## src/rtl/cfg_hdr_pkg.sv

```systemverilog
package cfg_hdr_pkg;

    localparam int CFG_ADDR_W = 8;
    localparam int CFG_DATA_W = 32;
    localparam int CFG_LANES  = CFG_DATA_W / 8;
    localparam int CFG_DW_W   = CFG_ADDR_W - 2;

    // dword indices of implemented header locations
    localparam logic [CFG_DW_W-1:0] DW_IDENT  = 6'h00;
    localparam logic [CFG_DW_W-1:0] DW_CMD    = 6'h01;
    localparam logic [CFG_DW_W-1:0] DW_CLASS  = 6'h02;
    localparam logic [CFG_DW_W-1:0] DW_SUBSYS = 6'h0B;
    localparam logic [CFG_DW_W-1:0] DW_IRQ    = 6'h0F;

    localparam int CMD_BITS = 3;

    typedef struct packed {
        logic master;
        logic mem;
        logic io;
    } cmd_en_t;

    typedef enum logic {
        MODE_CFG_ONLY = 1'b0,
        MODE_LIVE     = 1'b1
    } fn_mode_e;

endpackage

```

## src/rtl/cfg_cmd_reg.sv

```systemverilog
module cfg_cmd_reg
    import cfg_hdr_pkg::*;
(
    input  logic                clk,
    input  logic                rst_n,
    input  logic                wr_hit,
    input  logic                lane0_en,
    input  logic [CMD_BITS-1:0] wbits,
    output cmd_en_t             cmd_q,
    output cmd_en_t             cmd_next
);

    always_comb begin
        cmd_next = cmd_q;
        if (wr_hit && lane0_en) begin
            cmd_next = cmd_en_t'(wbits);
        end
    end

    always_ff @(posedge clk) begin
        if (!rst_n) begin
            cmd_q <= '0;
        end else begin
            cmd_q <= cmd_next;
        end
    end

    // without a lane-0 write to the command dword, the enables keep their value
    p_cmd_hold_r7: assert property (@(posedge clk) disable iff (!rst_n)
        !(wr_hit && lane0_en) |=> $stable(cmd_q));

    // a lane-0 command write lands the low three write bits
    p_cmd_load_r5: assert property (@(posedge clk) disable iff (!rst_n)
        (wr_hit && lane0_en) |=> (cmd_q == cmd_en_t'($past(wbits))));

endmodule

```

## src/rtl/cfg_rw_byte.sv

```systemverilog
module cfg_rw_byte #(
    parameter int          WIDTH     = 8,
    parameter logic [WIDTH-1:0] RESET_VAL = '0
) (
    input  logic             clk,
    input  logic             rst_n,
    input  logic             we,
    input  logic [WIDTH-1:0] d,
    output logic [WIDTH-1:0] q
);

    always_ff @(posedge clk) begin
        if (!rst_n) begin
            q <= RESET_VAL;
        end else if (we) begin
            q <= d;
        end
    end

    // the stored interrupt line only moves on an enabled write
    p_line_hold_r6: assert property (@(posedge clk) disable iff (!rst_n)
        !we |=> $stable(q));

endmodule

```

## src/rtl/cfg_mode_fsm.sv

```systemverilog
module cfg_mode_fsm
    import cfg_hdr_pkg::*;
(
    input  logic    clk,
    input  logic    rst_n,
    input  cmd_en_t cmd_next,
    output logic    cfg_only
);

    fn_mode_e state_q, state_d;
    logic     any_en;

    assign any_en = cmd_next.io || cmd_next.mem || cmd_next.master;

    always_comb begin
        state_d = state_q;
        unique case (state_q)
            MODE_CFG_ONLY: if (any_en)  state_d = MODE_LIVE;     // T_WAKE
            MODE_LIVE:     if (!any_en) state_d = MODE_CFG_ONLY; // T_SLEEP
            default:       state_d = MODE_CFG_ONLY;
        endcase
    end

    always_ff @(posedge clk) begin
        if (!rst_n) begin
            state_q <= MODE_CFG_ONLY;
        end else begin
            state_q <= state_d;
        end
    end

    always_comb begin
        unique case (state_q)
            MODE_CFG_ONLY: cfg_only = 1'b1;
            MODE_LIVE:     cfg_only = 1'b0;
            default:       cfg_only = 1'b1;
        endcase
    end

    // any enable requested while dormant wakes the function on the next edge
    p_wake_r10: assert property (@(posedge clk) disable iff (!rst_n)
        (state_q == MODE_CFG_ONLY && any_en) |=> (state_q == MODE_LIVE));

    p_sleep_r10: assert property (@(posedge clk) disable iff (!rst_n)
        (state_q == MODE_LIVE && !any_en) |=> (state_q == MODE_CFG_ONLY));

endmodule

```

## src/rtl/cfg_read_mux.sv

```systemverilog
module cfg_read_mux
    import cfg_hdr_pkg::*;
#(
    parameter logic [15:0] VENDOR_ID  = 16'h1B2C,
    parameter logic [15:0] DEVICE_ID  = 16'h4D01,
    parameter logic [7:0]  REVISION   = 8'h03,
    parameter logic [7:0]  PROG_IF    = 8'h10,
    parameter logic [15:0] CLASS_CODE = 16'h0280,
    parameter logic [15:0] SUB_VENDOR = 16'h1B2C,
    parameter logic [15:0] SUB_ID     = 16'hA005,
    parameter logic [7:0]  INT_PIN    = 8'h01
) (
    input  logic [CFG_DW_W-1:0]   dw_idx,
    input  cmd_en_t               cmd,
    input  logic [7:0]            line,
    output logic [CFG_DATA_W-1:0] dword
);

    localparam int PAD_CMD = CFG_DATA_W - CMD_BITS;

    always_comb begin
        case (dw_idx)
            DW_IDENT:  dword = {DEVICE_ID, VENDOR_ID};
            DW_CMD:    dword = {{PAD_CMD{1'b0}}, cmd};
            DW_CLASS:  dword = {CLASS_CODE, PROG_IF, REVISION};
            DW_SUBSYS: dword = {SUB_ID, SUB_VENDOR};
            DW_IRQ:    dword = {16'h0000, INT_PIN, line};
            default:   dword = '0;
        endcase
    end

endmodule

```

## src/rtl/pci_cfg_header.sv

```systemverilog
module pci_cfg_header
    import cfg_hdr_pkg::*;
#(
    parameter logic [15:0] VENDOR_ID  = 16'h1B2C,
    parameter logic [15:0] DEVICE_ID  = 16'h4D01,
    parameter logic [7:0]  REVISION   = 8'h03,
    parameter logic [7:0]  PROG_IF    = 8'h10,
    parameter logic [15:0] CLASS_CODE = 16'h0280,
    parameter logic [15:0] SUB_VENDOR = 16'h1B2C,
    parameter logic [15:0] SUB_ID     = 16'hA005,
    parameter logic [7:0]  INT_PIN    = 8'h01
) (
    input  logic                  clk,
    input  logic                  rst_n,
    input  logic [CFG_ADDR_W-1:0] cfg_addr,
    input  logic [CFG_LANES-1:0]  cfg_be,
    input  logic [CFG_DATA_W-1:0] cfg_wdata,
    input  logic                  cfg_wr,
    input  logic                  cfg_rd,
    output logic [CFG_DATA_W-1:0] cfg_rdata,
    output logic                  io_decode_en,
    output logic                  mem_decode_en,
    output logic                  bus_master_en,
    output logic [7:0]            irq_line,
    output logic                  cfg_only
);

    logic [CFG_DW_W-1:0]   dw_idx;
    logic                  wr_cmd;
    logic                  wr_line;
    cmd_en_t               cmd_q;
    cmd_en_t               cmd_next;
    logic [CFG_DATA_W-1:0] rd_dword;
    logic                  cfg_unused;

    assign dw_idx  = cfg_addr[CFG_ADDR_W-1:2];
    assign wr_cmd  = cfg_wr && (dw_idx == DW_CMD);
    assign wr_line = cfg_wr && (dw_idx == DW_IRQ) && cfg_be[0];

    // bits that no implemented field consumes
    assign cfg_unused = ^{cfg_addr[1:0], cfg_be[CFG_LANES-1:1], cfg_wdata[CFG_DATA_W-1:8]};

    cfg_cmd_reg u_cmd (
        .clk      (clk),
        .rst_n    (rst_n),
        .wr_hit   (wr_cmd),
        .lane0_en (cfg_be[0]),
        .wbits    (cfg_wdata[CMD_BITS-1:0]),
        .cmd_q    (cmd_q),
        .cmd_next (cmd_next)
    );

    cfg_rw_byte #(
        .WIDTH     (8),
        .RESET_VAL (8'h00)
    ) u_line (
        .clk   (clk),
        .rst_n (rst_n),
        .we    (wr_line),
        .d     (cfg_wdata[7:0]),
        .q     (irq_line)
    );

    cfg_mode_fsm u_mode (
        .clk      (clk),
        .rst_n    (rst_n),
        .cmd_next (cmd_next),
        .cfg_only (cfg_only)
    );

    cfg_read_mux #(
        .VENDOR_ID  (VENDOR_ID),
        .DEVICE_ID  (DEVICE_ID),
        .REVISION   (REVISION),
        .PROG_IF    (PROG_IF),
        .CLASS_CODE (CLASS_CODE),
        .SUB_VENDOR (SUB_VENDOR),
        .SUB_ID     (SUB_ID),
        .INT_PIN    (INT_PIN)
    ) u_rmux (
        .dw_idx (dw_idx),
        .cmd    (cmd_q),
        .line   (irq_line),
        .dword  (rd_dword)
    );

    always_ff @(posedge clk) begin
        if (!rst_n) begin
            cfg_rdata <= '0;
        end else if (cfg_rd) begin
            cfg_rdata <= rd_dword;
        end
    end

    assign io_decode_en  = cmd_q.io;
    assign mem_decode_en = cmd_q.mem;
    assign bus_master_en = cmd_q.master;

    // read data stays put on cycles without a read strobe
    p_rdata_hold_r9: assert property (@(posedge clk) disable iff (!rst_n)
        !cfg_rd |=> $stable(cfg_rdata));

    // configuration-only mode never coexists with an active enable
    p_cfg_only_gate_r10: assert property (@(posedge clk) disable iff (!rst_n)
        cfg_only |-> !(io_decode_en || mem_decode_en || bus_master_en));

    // identity dword is constant across writes
    p_ident_const_r2: assert property (@(posedge clk) disable iff (!rst_n)
        (cfg_rd && cfg_addr[CFG_ADDR_W-1:2] == DW_IDENT) |=> (cfg_rdata == {DEVICE_ID, VENDOR_ID}));

    // the device-specific area reads zero
    p_devspec_zero_r8: assert property (@(posedge clk) disable iff (!rst_n)
        (cfg_rd && cfg_addr[CFG_ADDR_W-1:6] != '0) |=> (cfg_rdata == '0));

endmodule

```

## config.mk

```make
export PLATFORM = sky130hd
export DESIGN_NAME = pci_cfg_header
export DESIGN_NICKNAME = d
export VERILOG_FILES = /design/src/rtl/cfg_hdr_pkg.sv /design/src/rtl/cfg_cmd_reg.sv /design/src/rtl/cfg_rw_byte.sv /design/src/rtl/cfg_mode_fsm.sv /design/src/rtl/cfg_read_mux.sv /design/src/rtl/pci_cfg_header.sv
export SDC_FILE = /design/constraint.sdc
export NUM_CORES = 1
export LEC_CHECK = 0
export BUFFER_PORTS_ARGS = -buffer_cell sky130_fd_sc_hd__buf_2
export CORE_MARGIN = 2
export CORE_UTILIZATION = 40
export CTS_CLUSTER_SIZE = 16
export DETAILED_ROUTE_END_ITERATION = 12
export PLACE_DENSITY = 0.91
export SLEW_MARGIN = 5
export SYNTH_ARGS = -nofsm -noshare
export SYNTH_HDL_FRONTEND = slang
export SYNTH_SLANG_ARGS = --single-unit
export TNS_END_PERCENT = 10
```

## constraint.sdc

```tcl
create_clock -name clk -period 1.7 [get_ports clk]
set_clock_uncertainty 0.05 [all_clocks]
set_input_delay 0.085 -clock clk [delete_from_list [all_inputs] [get_ports clk]]
set_output_delay 0.085 -clock clk [all_outputs]
set_load 0.02 [all_outputs]
```

==> impl_metrics.env <==
export IMPL_grt_pass1_wl_mm=4.36
export IMPL_min_path_type="in -> reg"
export IMPL_seq_area_frac_synth=0.412
export IMPL_grtUsageTotal=0.161
export IMPL_fp_dieH_um=60.2
export IMPL_syn_area_per_cell_um2=8.31
export IMPL_core_area_um2=3030
export IMPL_die_area_um2=3620
export IMPL_synthTopCellsByArea="dfxtp_1, buf_4, o21ai_0"
export IMPL_syn_inst=152
export IMPL_cts_max_level=1
export IMPL_rsz0062_at_grt="no"
export IMPL_synth_compound_area_frac=0.164
export IMPL_finalSetupViolCount=0
export IMPL_tightest_slew_ns=0.591
export IMPL_p_clk_frac=0.291
export IMPL_cap_violations=0
export IMPL_num_vias=1183
export IMPL_drtAntennaViolNets=0
export IMPL_end_kind="flip-flop"
export IMPL_synth_top_cell_area_share=0.412
export IMPL_area_growth_pct=26.2
export IMPL_clkSinkCount=26
export IMPL_slew_limit_headroom=0.602
export IMPL_period_share=0.800
export IMPL_max_freq_mhz=735
export IMPL_diodes=0
export IMPL_cts_max_path_buffers=2
export IMPL_slew_violations=0
export IMPL_layout_drive_gt1_share=0.315
export IMPL_cts_hold_buffers=7
export IMPL_fp_dieW_um=60.2
export IMPL_dp_hpwl_mm=2.02
export IMPL_required_ns=1.88
export IMPL_antenna_found_initial=0
export IMPL_synth_xor_area_frac=0
export IMPL_row_count=20
export IMPL_synth_top_family_by_area="simple AND/OR/NAND/NOR gates"
export IMPL_p_int_w=0.000798
export IMPL_synthMuxAreaShare=0.0317
export IMPL_drt_pass1_iterations=4
export IMPL_vdd_ir_drop_max_uv=340
export IMPL_cts_root_buf="clkbuf_4"
export IMPL_port_buffers=52
export IMPL_viasPerCell=4.79
export IMPL_remaining_drc_errors=0
export IMPL_cellPowerDensity_nw_per_um2=665
export IMPL_place_gp_congestion=0.823
export IMPL_io_pin_count=92
export IMPL_drtIter0Drc=24
export IMPL_whs_ns=0.0735
export IMPL_post_cts_repair_setup_buffers=0
export IMPL_setup_tns_ns=0
export IMPL_synthFlopType="dfxtp_1"
export IMPL_synth_edf_count=0
export IMPL_cts_made_buffers=3
export IMPL_start_kind="primary input"
export IMPL_p_switching_w=0.000261
export IMPL_cts_resized=0
export IMPL_filler_cell_count=284
export IMPL_ys_ff_latch=26
export IMPL_worstPathMaxFanout=5
export IMPL_grt_pass1_vias=1048
export IMPL_gr_total_overflow=0
export IMPL_hold_viol=0
export IMPL_async_flop_share=0
export IMPL_leakagePower_nw=0.707
export IMPL_cts_tree="yes"
export IMPL_finalPower_w=0.00106
export IMPL_syn_area_um2=1260
export IMPL_slowest_delay_ns=0.55
export IMPL_synthSimpleGateAreaFrac=0.241
export IMPL_yosysUniqueCellTypes=29
export IMPL_grt_max_degree=26
export IMPL_clk_latency_ns=0.31
export IMPL_status="complete, no violations"
export IMPL_cp_slowest_cell="or4_4"
export IMPL_netSwitchingFraction=0.247
export IMPL_start_util=0.417
export IMPL_critPathKind="in -> reg"
export IMPL_synthAdderAreaFrac=0
export IMPL_arrival_ns=1.54
export IMPL_nNetsFinal=252
export IMPL_fin_crit_ns=1.36
export IMPL_yosysWarnings=0
export IMPL_comb_power_share=0.125
export IMPL_wl_per_cell_um=11.4
export IMPL_path_cells="buf_2 > or4_4 > nor4bb_1 > buf_4 > mux2i_1 > nor2b_1"
export IMPL_path_clk_slew_ns=0.14
export IMPL_seq_power_share=0.584
export IMPL_synth_area_leader_cell="dfxtp_1"
export IMPL_wl_mm=2.81
==> placed cells by master, fill, tap and decap left out, drive strengths merged, types with 2 or more instances in the layout <==
| master | instances |
|---|---|
| buf | 57 |
| dfxtp | 26 |
| nand2 | 16 |
| o21ai | 15 |
| nand3 | 13 |
| conb | 10 |
| dlygate4sd3 | 8 |
| nor2b | 7 |
| nand2b | 5 |
| a21boi | 5 |
| inv | 4 |
| a31oi | 4 |
| mux2i | 4 |
| clkbuf | 4 |
| nor3 | 3 |
| a21oi | 3 |
| a211oi | 3 |
| a22oi | 3 |
| and3 | 3 |
| nor3b | 2 |
| or4 | 2 |
==> final timing paths <==
| check | start | end | slack [ns] | cells past startpoint |
|---|---|---|---|---|
| worst max-delay path | cfg_addr[5] | u_cmd.cmd_q[0]$_SDFF_PN0_ | 0.34 | 6 |
| worst min-delay path | cfg_addr[7] | cfg_rdata[29]$_SDFFE_PN0P_ | 0.07 | 4 |
| worst max register to register | u_cmd.cmd_q[0]$_SDFF_PN0_ | u_mode.state_q$_SDFF_PN0_ | 0.38 | 2 |
| worst min register to register | cfg_rdata[7]$_SDFFE_PN0P_ | cfg_rdata[7]$_SDFFE_PN0P_ | 0.44 | 2 |
==> cells in the mapped netlist (2+ instances only) <==
cell and n:
dfxtp_1 26, buf_4 19, nand2_1 16, o21ai_0 15, nand3_1 13, clkbuf_1 7, nor2b_1 7, a21boi_0 5
nand2b_1 5, a31oi_1 4, inv_1 4, mux2i_1 4, a211oi_1 3, a21oi_1 3, a22oi_1 3, nor3_1 3
and3_1 2, nor3b_1 2
==> flip-flops by register name, indices dropped and copies added, names as in the netlist <==
signal          count
u_cmd.cmd_q         3
u_mode.state_q      1
u_line.q            8
cfg_rdata          14
==> area by class of cell <==
type,instances,area [um2],share of cell area
clock buffers,4,36.3,0.0228
well taps,44,55.1,0.0346
flip-flops and latches,26,520,0.327
repair buffers,65,378,0.237
multi-input cells,104,588,0.369
inverters,4,15.0,0.00943
==> stage by stage <==
step,instances,area [um2],utilization,worst slack (ns)
3_3_place_gp,235,1480,0.488,0.0746
2_1_floorplan,161,1300,-,0.279
6_report,247,1590,0.526,0.340
4_1_cts,246,1580,0.523,0.341
3_5_place_dp,235,1480,0.488,0.000767
5_1_grt,247,1590,0.526,0.303
==> logic make-up after synthesis <==
logic type	count (synthesis)
buffers and inverters	31
and+or+nand+nor	56
other	1
DFF	26
AOI/OAI and AO/OA	34
muxes	4
==> metal layers <==
metal  global-route usage  share of wire  vias to the layer above
li1                     -              -                      599
met5                    0              0                        -
met3               0.0346          0.060                       10
met1                0.190           0.44                      527
met2                0.264           0.47                       47
met4               0.0952          0.029                        0
==> worst max-delay path: cells and delay by family <==
kind | cells | cell delay (ns)
AND/OR/NAND/NOR | 3 | 0.94
buffers and inverters | 2 | 0.33
multiplexers | 1 | 0.18
==> power groups by stage <==
stage          Clock [W]  Combinational, W  Sequential, W
6_report        0.000309          0.000132       0.000619
5_1_grt         0.000356          0.000144       0.000620
4_1_cts         0.000319          0.000129       0.000619
3_5_place_dp           0          0.000117       0.000632
3_3_place_gp           0          0.000115       0.000632
2_1_floorplan          0         0.0000824       0.000640
No activity file was read; power rests on OpenSTA's default activity.
